[config.mk]
export PLATFORM = sky130hd
export DESIGN_NAME = cmdq_exec
export DESIGN_NICKNAME = d
export VERILOG_FILES = /design/src/rtl/cmdq_pkg.sv /design/src/rtl/cmdq_ctrl.sv /design/src/rtl/cmdq_dpath.sv /design/src/rtl/cmdq_exec.sv
export SDC_FILE = /design/constraint.sdc
export NUM_CORES = 1
export LEC_CHECK = 0
export ABC_AREA = 1
export CAP_MARGIN = 5
export CORE_UTILIZATION = 45
export DETAILED_ROUTE_END_ITERATION = 7
export PLACE_DENSITY_LB_ADDON = 0.1
export REMOVE_ABC_BUFFERS = 1
export SYNTH_ARGS = -nofsm -noshare
export SYNTH_HDL_FRONTEND = slang
export SYNTH_SLANG_ARGS = --single-unit
[constraint.sdc]
create_clock -name clk -period 3 [get_ports clk]
set_input_delay 0.6 -clock clk [delete_from_list [all_inputs] [get_ports clk]]
set_output_delay 0.6 -clock clk [all_outputs]
set_load 0.005 [all_outputs]
[src/rtl/cmdq_pkg.sv]
package cmdq_pkg;

  typedef enum logic [7:0] {
    OP_MASK  = 8'h02,
    OP_WRITE = 8'h04,
    OP_POLL  = 8'h08,
    OP_JUMP  = 8'h10,
    OP_WFE   = 8'h20,
    OP_EOC   = 8'h40
  } opcode_e;

  localparam int WAIT_BIT = 15;
  localparam int UPD_BIT  = 31;
  localparam int IRQ_BIT  = 0;

  typedef struct packed {
    logic pcLoad;
    logic pcInc;
    logic pcJump;
    logic latchInst;
    logic loadMask;
    logic clrMask;
    logic latchMerge;
    logic evtUpd;
    logic raiseIrq;
    logic setErr;
    logic clrErr;
  } ctrl_strobe_t;

endpackage

[src/rtl/cmdq_ctrl.sv]
module cmdq_ctrl
  import cmdq_pkg::*;
(
  input  logic         clk,
  input  logic         rstN,
  input  logic         start,
  input  logic [7:0]   execOp,
  input  logic         execMasked,
  input  logic         execIrq,
  input  logic         evtIllegal,
  input  logic         jumpEnd,
  input  logic [7:0]   curOp,
  input  logic         curMasked,
  input  logic         pollHit,
  input  logic         evtHit,
  input  logic         waitBit,
  input  logic         updBit,
  input  logic         busReady,
  output ctrl_strobe_t st,
  output logic         instRd,
  output logic         busReq,
  output logic         busWe,
  output logic         busy
);

  typedef enum logic [2:0] {S_IDLE, S_FETCH, S_EXEC, S_RD, S_WR, S_EVT} state_e;
  state_e state, nxt;

  always_ff @(posedge clk or negedge rstN) begin
    if (!rstN) state <= S_IDLE;
    else       state <= nxt;
  end

  assign busy = (state != S_IDLE);

  always_comb begin
    st     = '0;
    nxt    = state;
    instRd = 1'b0;
    busReq = 1'b0;
    busWe  = 1'b0;
    case (state)
      S_IDLE: if (start) begin
        st.pcLoad = 1'b1;
        st.clrErr = 1'b1;
        nxt       = S_FETCH;
      end
      S_FETCH: begin
        instRd = 1'b1;
        nxt    = S_EXEC;
      end
      S_EXEC: begin
        st.latchInst = 1'b1;
        case (execOp)
          OP_MASK: begin
            st.loadMask = 1'b1;
            st.pcInc    = 1'b1;
            nxt         = S_FETCH;
          end
          OP_WRITE: nxt = execMasked ? S_RD : S_WR;
          OP_POLL:  nxt = S_RD;
          OP_WFE: begin
            if (evtIllegal) begin
              st.setErr = 1'b1;
              nxt       = S_IDLE;
            end else begin
              nxt = S_EVT;
            end
          end
          OP_EOC: begin
            st.raiseIrq = execIrq;
            st.pcInc    = 1'b1;
            nxt         = S_FETCH;
          end
          OP_JUMP: begin
            if (jumpEnd) nxt = S_IDLE;
            else begin
              st.pcJump = 1'b1;
              nxt       = S_FETCH;
            end
          end
          default: begin
            st.setErr = 1'b1;
            nxt       = S_IDLE;
          end
        endcase
      end
      S_RD: begin
        busReq = 1'b1;
        if (busReady) begin
          if (curOp == OP_POLL) begin
            if (pollHit) begin
              st.pcInc   = 1'b1;
              st.clrMask = curMasked;
              nxt        = S_FETCH;
            end
          end else begin
            st.latchMerge = 1'b1;
            nxt           = S_WR;
          end
        end
      end
      S_WR: begin
        busReq = 1'b1;
        busWe  = 1'b1;
        if (busReady) begin
          st.pcInc   = 1'b1;
          st.clrMask = curMasked;
          nxt        = S_FETCH;
        end
      end
      S_EVT: if (!waitBit || evtHit) begin
        st.evtUpd = updBit;
        st.pcInc  = 1'b1;
        nxt       = S_FETCH;
      end
      default: nxt = S_IDLE;
    endcase
  end

endmodule

[src/rtl/cmdq_dpath.sv]
module cmdq_dpath
  import cmdq_pkg::*;
#(
  parameter int ADDR_W  = 6,
  parameter int NUM_EVT = 32
) (
  input  logic                clk,
  input  logic                rstN,
  input  ctrl_strobe_t        st,
  input  logic [ADDR_W-1:0]   startAddr,
  input  logic [63:0]         instData,
  input  logic [31:0]         busRdata,
  input  logic [NUM_EVT-1:0]  evtSet,
  input  logic [NUM_EVT-1:0]  evtClr,
  output logic [ADDR_W-1:0]   instAddr,
  output logic [7:0]          busSubsys,
  output logic [15:0]         busOffset,
  output logic [31:0]         busWdata,
  output logic [NUM_EVT-1:0]  evtFlags,
  output logic                irq,
  output logic                err,
  output logic [7:0]          execOp,
  output logic                execMasked,
  output logic                execIrq,
  output logic                evtIllegal,
  output logic                jumpEnd,
  output logic [7:0]          curOp,
  output logic                curMasked,
  output logic                pollHit,
  output logic                evtHit,
  output logic                waitBit,
  output logic                updBit
);

  localparam int EVT_W = (NUM_EVT > 1) ? $clog2(NUM_EVT) : 1;

  logic [ADDR_W-1:0]  pc;
  logic [63:0]        instReg;
  logic [31:0]        maskReg;
  logic [31:0]        mergeReg;
  logic [NUM_EVT-1:0] flags, flagsNext;

  logic [15:0]      curOff;
  logic [31:0]      curVal;
  logic [31:0]      keepBits;
  logic [31:0]      merged;
  logic [EVT_W-1:0] evtIdx;

  assign execOp     = instData[63:56];
  assign execMasked = instData[32];
  assign execIrq    = instData[IRQ_BIT];
  assign evtIllegal = (instData[47:32] >= 16'(NUM_EVT));
  assign jumpEnd    = (instData[31:0] == 32'd0) || (pc == {ADDR_W{1'b1}});

  assign curOp     = instReg[63:56];
  assign curOff    = instReg[47:32];
  assign curVal    = instReg[31:0];
  assign curMasked = curOff[0];
  assign waitBit   = curVal[WAIT_BIT];
  assign updBit    = curVal[UPD_BIT];
  assign evtIdx    = curOff[EVT_W-1:0];
  assign evtHit    = flags[evtIdx];

  assign keepBits = curMasked ? maskReg : '1;
  assign pollHit  = (((busRdata ^ curVal) & keepBits) == 32'd0);
  assign merged   = (busRdata & ~maskReg) | (curVal & maskReg);

  assign instAddr  = pc;
  assign busSubsys = instReg[55:48];
  assign busOffset = {curOff[15:1], 1'b0};
  assign busWdata  = curMasked ? mergeReg : curVal;
  assign evtFlags  = flags;

  always_comb begin
    flagsNext = flags;
    if (st.evtUpd) flagsNext[evtIdx] = |curVal[27:16];
    flagsNext = (flagsNext & ~evtClr) | evtSet;
  end

  always_ff @(posedge clk or negedge rstN) begin
    if (!rstN) begin
      pc       <= '0;
      instReg  <= '0;
      maskReg  <= '1;
      mergeReg <= '0;
      flags    <= '0;
      irq      <= 1'b0;
      err      <= 1'b0;
    end else begin
      flags <= flagsNext;
      irq   <= st.raiseIrq;
      if (st.clrErr)      err <= 1'b0;
      else if (st.setErr) err <= 1'b1;
      if (st.pcLoad)      pc <= startAddr;
      else if (st.pcJump) pc <= pc + instData[ADDR_W-1:0];
      else if (st.pcInc)  pc <= pc + 1'b1;
      if (st.latchInst)   instReg <= instData;
      if (st.loadMask)     maskReg <= ~instData[31:0];
      else if (st.clrMask) maskReg <= '1;
      if (st.latchMerge)  mergeReg <= merged;
    end
  end

endmodule

[src/rtl/cmdq_exec.sv]
module cmdq_exec
  import cmdq_pkg::*;
#(
  parameter int ADDR_W  = 6,
  parameter int NUM_EVT = 32
) (
  input  logic               clk,
  input  logic               rstN,
  input  logic               start,
  input  logic [ADDR_W-1:0]  startAddr,
  output logic               instRd,
  output logic [ADDR_W-1:0]  instAddr,
  input  logic [63:0]        instData,
  output logic               busReq,
  output logic               busWe,
  output logic [7:0]         busSubsys,
  output logic [15:0]        busOffset,
  output logic [31:0]        busWdata,
  input  logic [31:0]        busRdata,
  input  logic               busReady,
  input  logic [NUM_EVT-1:0] evtSet,
  input  logic [NUM_EVT-1:0] evtClr,
  output logic [NUM_EVT-1:0] evtFlags,
  output logic               busy,
  output logic               irq,
  output logic               err
);

  ctrl_strobe_t st;
  logic [7:0] execOp, curOp;
  logic execMasked, execIrq, evtIllegal, jumpEnd;
  logic curMasked, pollHit, evtHit, waitBit, updBit;

  cmdq_ctrl uCtrl (
    .clk(clk), .rstN(rstN), .start(start),
    .execOp(execOp), .execMasked(execMasked), .execIrq(execIrq),
    .evtIllegal(evtIllegal), .jumpEnd(jumpEnd),
    .curOp(curOp), .curMasked(curMasked), .pollHit(pollHit),
    .evtHit(evtHit), .waitBit(waitBit), .updBit(updBit),
    .busReady(busReady), .st(st), .instRd(instRd),
    .busReq(busReq), .busWe(busWe), .busy(busy)
  );

  cmdq_dpath #(.ADDR_W(ADDR_W), .NUM_EVT(NUM_EVT)) uDpath (
    .clk(clk), .rstN(rstN), .st(st), .startAddr(startAddr),
    .instData(instData), .busRdata(busRdata),
    .evtSet(evtSet), .evtClr(evtClr),
    .instAddr(instAddr), .busSubsys(busSubsys), .busOffset(busOffset),
    .busWdata(busWdata), .evtFlags(evtFlags), .irq(irq), .err(err),
    .execOp(execOp), .execMasked(execMasked), .execIrq(execIrq),
    .evtIllegal(evtIllegal), .jumpEnd(jumpEnd),
    .curOp(curOp), .curMasked(curMasked), .pollHit(pollHit),
    .evtHit(evtHit), .waitBit(waitBit), .updBit(updBit)
  );

endmodule

==> flow_summary.ini, run 1 <==
[detailed_routing]
wirelength_um = 31600
ant_nets = 0
detail_route.iter0.violations = 696
vias = 10600
drc_errors = 0
first_pass_iters = 5
wl_per_cell_um = 14.9
viasPerCell = 5.01

[placement]
gp_congestion = 0.874
portBuffers = 268
dp.final_hpwl_um = 22600
dpl_worst_slack_ns = -0.355

[worst_setup_path]
required_ns = 3.38
crit_arrival_ns = 3.18
path_max_fanout = 3
startpoint_type = primary input
endpoint_kind = register
crit_type = primary input to register

[floorplan]
die-width_um = 155
dieHeight_um = 155
placementRows = 55
pin_count = 270
die-area_um2 = 24100
core_area_um2 = 22800
start_util = 0.463

[sta]
fmax_ghz = 0.358
tns_ns = 0
setup_viol = 0
period_needed_ns = 2.80
post-route-period-util = 0.932
finalMaxSlewViolations = 0
rsz0062_at_grt = false
post-route-worst-setup-slack_ns = 0.203
hold_viol_final = 0
maxSlewHeadroom = 0.608
worst_slew_pin_slew_ns = 0.586
fin_skew_ns = 0.0142

[cts]
cts.sinks = 171
clk_latency_ns = 0.44
cts_tree = done
cts_setup_buffers = 0
numCtsBuffers = 17
cts_max_path_buffers = 2
path_clk_slew_ns = 0.08
clockRootBuffer = clkbuf_16
cts_max_level = 4

[global_route]
first_global_vias = 10200
grt_pass1_wl_um = 50800
antenna_found_initial = 1
overflow = 0
grt_max_degree = 87
track_usage = 0.269

[status]
status = finished clean

[yosys]
netlist_area_um2 = 10600
synthArstFlopShare = 1.00
ys_ff_latch = 171
ys.flop_type = dfrtp_1
yosysSeqAreaShare = 0.408
synthCells = 1544
synth.distinct_cells = 36
synth_edf_count = 0
postSynthAreaPerCell_um2 = 6.86
yosys_warnings = 0

[power_and_ir_drop]
ir_drop_mv = 0.420
p_leak_uw = 0.00666
cellPowerDensity_nw_per_um2 = 810

[final_layout]
drive_gt1_frac = 0.0824
fin_util = 0.622
area_growth_pct = 34.3
final_nets = 1971

[hold_path]
hold_path_class = primary input to async pin

[run]
max-cap-violations = 0
[critical path: stages]
cell and delay [ns]:
clkdlybuf4s50_1 0.43, inv_1 0.12, nand3_1 0.11, nor2_1 0.12, buf_4 0.15, nand2_1 0.05, nor2_1 0.13, nor3_1 0.07
nand2_1 0.06, ha_1 0.18, inv_1 0.06, fa_1 0.38, o21ai_0 0.19, a21oi_1 0.10, xor2_1 0.14, o21ai_0 0.14
nand2_1 0.08, nand2_1 0.06
[cell usage after synthesis, types with 2 or more instances]
library cell	count	area, µm²
buf_6	6	67.6
nand2_1	603	2260
nor4_1	6	37.5
nor2_1	55	206
o31ai_1	32	240
or2_2	15	93.8
nor3_1	10	50.1
buf_1	2	7.51
or2_0	6	37.5
clkbuf_1	39	146
inv_2	3	11.3
buf_2	9	45.0
dfstp_2	32	841
nand3b_1	32	240
dfrtp_1	139	3480
nand4_1	18	113
ha_1	5	62.6
buf_4	29	218
nand3_1	77	385
inv_1	205	769
xor2_1	5	43.8
a21oi_1	10	50.1
o21a_1	32	240
o21ai_0	160	801
nand3_2	3	30.0
[worst paths after layout]
path / start / to / slack [ns] / depth (start not counted)
hold / removal: rstN / uDpath.mergeReg[8]$_DFFE_PN0P_ / 0.06 / 1
setup reg to reg: uDpath.instReg[32]$_DFFE_PN0P_ / uDpath.evtFlags[18]$_DFF_PN0_ / 0.41 / 14
setup / recovery: instData[7] / uDpath.instAddr[4]$_DFFE_PN0P_ / 0.20 / 18
min in group clk: uDpath.instReg[48]$_DFFE_PN0P_ / uDpath.instReg[48]$_DFFE_PN0P_ / 0.48 / 2
max in group asynchronous: rstN / uDpath.maskReg[1]$_DFFE_PN1P_ / 2.10 / 2
hold reg to reg: uDpath.instReg[48]$_DFFE_PN0P_ / uDpath.instReg[48]$_DFFE_PN0P_ / 0.48 / 2
[state kept, by name, indices dropped and copies added (netlist names)]
register         flops
uDpath.evtFlags     32
uDpath.irq           1
uDpath.instReg      64
uCtrl.state          3
uDpath.maskReg      32
uDpath.err           1
uDpath.mergeReg     32
uDpath.instAddr      6
[cell usage in the layout (no fill, tap or decap), types with 2 or more instances in the layout]
master	netlist	routed
nor2_1	55	49
nand4_1	18	18
inv_1	205	204
inv_2	3	4
inv_6	0	3
buf_12	0	5
buf_4	29	44
xor2_1	5	5
nand3b_1	32	32
o31ai_1	32	32
nand2_2	1	2
a21oi_1	10	10
o21a_1	32	32
nand3_2	3	4
nor2_4	0	2
dfrtp_1	139	138
nor3_1	10	10
nor4_1	6	6
nor2_2	0	4
nand3_1	77	76
or2_0	6	6
inv_8	0	6
clkinv_4	0	2
clkbuf_16	0	17
clkinvlp_4	0	2
ha_1	5	5
clkdlybuf4s50_1	0	267
o21ai_0	160	160
nand2_1	603	602
dfstp_2	32	32
or2_2	15	15
[metrics by stage]
step | cells | power [µW] | hold slack (ns) | instance area, µm²
final | 2122 | 11500 | 0.0647 | 14200
after global routing | 2122 | 12500 | 0.0791 | 14200
after CTS | 2121 | 11600 | 0.0659 | 14200
after detailed placement | 2089 | 9350 | 0.467 | 13600
after global placement | 2089 | 9230 | 0.462 | 13600
after floorplan | 1459 | 6740 | 0.304 | 10100
[repair_timing]
item,4_1_cts,5_1_grt
endpoints found under the hold margin,0,0
endpoints found under the setup margin,0,4
gates resized for setup,0,6
hold buffers,0,0
[cell type report]
class,count,area [µm²]
timing repair buffer,317,3110
inverter,208,781
clock inverter,15,148
sequential,171,4320
tap,313,392
antenna,1,2.50
multi-input combinational,1080,5030
fill,2179,8630
clock buffer,17,425
[kinds of logic (layout without fill, tap and decap cells)]
| group | after synthesis | after routing | share of synthesized area |
|---|---|---|---|
| AOI/OAI and AO/OA | 239 | 239 | 0.130 |
| xor gates and xnor gates | 5 | 5 | 0.00414 |
| adders and majority gates | 6 | 6 | 0.00780 |
| buffers and inverters | 293 | 557 | 0.120 |
| DFF | 171 | 171 | 0.408 |
| other | 1 | 2 | 0.000354 |
| and+or+nand+nor | 829 | 829 | 0.330 |
[report_power, final]
group	internal (µW)	switching (µW)	total, µW
Combinational	2510	2880	5390
Sequential	3250	684	3930
Clock	1110	1090	2200
Total	6870	4650	11500
[per-layer routing]
layer | up-vias | share of wire | track usage
li1 | 5345 | - | -
met1 | 4927 | 0.43 | 0.335
met2 | 313 | 0.47 | 0.451
met3 | 43 | 0.068 | 0.0627
met4 | 0 | 0.027 | 0.104
met5 | - | 0 | 0
Power figures use the tool's default switching activity.
==> run 2, diff against run 1 <==
--- a/config.mk
+++ b/config.mk
@@ -7,6 +7,7 @@
 export LEC_CHECK = 0
 export ABC_AREA = 1
 export CAP_MARGIN = 5
+export CORE_MARGIN = 2
 export CORE_UTILIZATION = 45
 export DETAILED_ROUTE_END_ITERATION = 7
 export PLACE_DENSITY_LB_ADDON = 0.1
==> run 2 against run 1 <==
Via count down 1.6%. Sequential cell count is the same. Cell count increased by 0.38%. Global-route usage is 1.3 points lower. Non-clock buffer count is 2 higher.
==> flow_summary.ini, run 2 (synthesis results as in run 1) <==
[status]
status = finished clean

[worst_setup_path]
path_max_fanout = 3
crit_end = uDpath.instAddr[4]$_DFFE_PN0P_
crit_type = primary input to register
critical_path.top_delay_family = buffers and inverters
worst_r2r_path_depth = 14
cp_num_cells = 18
cp_cell_sequence = clkdlybuf4s50_1, inv_2, nand3_1, nor2_2, buf_4, nand2_1, nor2_2, nor3_1, nand2_1, ha_2, inv_1, fa_1, o21ai_1, a21oi_1, xor2_1, o21ai_1, nand2_1, nand2_1
cpMostUsedCell = nand2_1
slowest_stage = clkdlybuf4s50_1
cp_num_buf_inv = 4
critPathMaxStageDelay_ns = 0.46
startpoint = instData[7]
endpoint_kind = register
required_ns = 3.36
reg2reg_slack_ns = 0.49
rr_startpoint = uDpath.instReg[32]$_DFFE_PN0P_
startpoint_type = primary input
worstReg2RegEnd = uDpath.evtFlags[29]$_DFF_PN0_
crit_arrival_ns = 3.19

[cts]
cts_tree = done
numCtsBuffers = 17
clockRootBuffer = clkbuf_16
cts_max_level = 4
path_clk_slew_ns = 0.07
cts.sinks = 171
cts_max_path_buffers = 2
postCtsHoldBufs = 0
clk_latency_ns = 0.43

[sta]
period_needed_ns = 2.82
setup_viol = 0
worst_slew_pin_slew_ns = 0.597
post-route-period-util = 0.941
finalMaxSlewViolations = 0
maxSlewHeadroom = 0.602
fmax_ghz = 0.354
hold_viol_final = 0
fin_skew_ns = 0.0167

[floorplan]
dieHeight_um = 157
placementRows = 56
start_util = 0.455
die-area_um2 = 24800
pin_count = 270
core_area_um2 = 23300
die-width_um = 157

[placement]
place_area_um2 = 13700
portBuffers = 268
dp.final_hpwl_um = 22200
gp_congestion = 0.839

[global_route]
grt_max_degree = 90
track_usage = 0.256
antenna_found_initial = 1
overflow = 0
first_global_vias = 10100
grt_pass1_wl_um = 50200

[final_layout]
final_common_cell = nand2_1
final_cell_mix = nand2_1 (601), clkdlybuf4s50_1 (267), inv_1 (203)
largest_register_ffs = 64
final_area_um2 = 14300
n_fill_cell = 2215
top_register = uDpath.instReg
final_nets = 1973
drive_gt1_frac = 0.0840
area_growth_pct = 35.1

[power_and_ir_drop]
ir_drop_mv = 0.463
p_total_uw = 11700
power_frac_comb = 0.461
cellPowerDensity_nw_per_um2 = 816
switching_share = 0.391
p_clk_frac = 0.201
p_int_uw = 7110
pwr-share-seq = 0.338
p_leak_uw = 0.00668
switching_power_uw = 4560

[detailed_routing]
wl_per_cell_um = 14.7
drc_errors = 0
ant_nets = 0
detail_route.iter0.violations = 593
vias = 10500
first_pass_iters = 5
wirelength_um = 31300
viasPerCell = 4.91

[hold_path]
hold_path_class = primary input to async pin

[run]
max-cap-violations = 0
run 2: routing by layer:
layer,track usage,share of wire,up-vias
li1,-,-,5354
met1,0.329,0.44,4774
met2,0.420,0.46,288
met3,0.0664,0.070,45
met4,0.0896,0.026,0
met5,0,0,-
run 2: area by class of cell:
cell class | instances | area [µm²] | area share
well taps | 319 | 399 | 0.0279
flip-flops and latches | 171 | 4320 | 0.302
clock buffers | 19 | 433 | 0.0303
diodes | 1 | 2.50 | 0.000175
repair buffers | 319 | 3140 | 0.220
inverters | 208 | 781 | 0.0546
clock inverters | 13 | 180 | 0.0126
multi-input cells | 1080 | 5040 | 0.352
run 2: per-stage QoR:
stage          worst slack (ns)  hold WS, ns   util  instances  TNS [ns]
2_1_floorplan             -1.15        0.304      -       1459    -82.18
3_3_place_gp             -0.255        0.464  0.587       2097    -0.656
3_5_place_dp             -0.391        0.469  0.587       2097     -1.25
4_1_cts                  0.0584        0.123  0.613       2129         0
5_1_grt                 -0.0169        0.138  0.615       2130   -0.0169
6_report                  0.176        0.114  0.615       2130         0
run 2: worst min path at each step:
stage | from | end | cells past startpoint
floorplan | rstN | uCtrl.state[0]$_DFFE_PN0P_ | 0
finish | rstN | uDpath.mergeReg[8]$_DFFE_PN0P_ | 1
CTS | rstN | uDpath.mergeReg[8]$_DFFE_PN0P_ | 1
detailed placement | uDpath.instReg[48]$_DFFE_PN0P_ | uDpath.instReg[48]$_DFFE_PN0P_ | 2
global route | rstN | uDpath.mergeReg[8]$_DFFE_PN0P_ | 1
global placement | uDpath.instReg[54]$_DFFE_PN0P_ | uDpath.instReg[54]$_DFFE_PN0P_ | 2
run 2: what timing repair did:
action	in CTS	in global routing
endpoints found under the setup margin	0	4
resized for setup	0	11
buffers inserted	0	0
run 2: power by group through the flow:
stage          logic, µW  registers [µW]  clock network [µW]
2_1_floorplan       2830            3920                   0
3_3_place_gp        5300            3930                   0
3_5_place_dp        5370            3960                   0
4_1_cts             5410            3930                2410
5_1_grt             6110            4070                2490
6_report            5380            3940                2350
==> run 3, diff against run 2 <==
--- a/config.mk
+++ b/config.mk
@@ -6,7 +6,6 @@
 export NUM_CORES = 1
 export LEC_CHECK = 0
 export ABC_AREA = 1
-export CAP_MARGIN = 5
 export CORE_MARGIN = 2
 export CORE_UTILIZATION = 45
 export DETAILED_ROUTE_END_ITERATION = 7
@@ -15,3 +14,4 @@
 export SYNTH_ARGS = -nofsm -noshare
 export SYNTH_HDL_FRONTEND = slang
 export SYNTH_SLANG_ARGS = --single-unit
+export TNS_END_PERCENT = 30
==> results of run 3 <==
No change in the layout: final DEF, timing and power equal those of run 2.
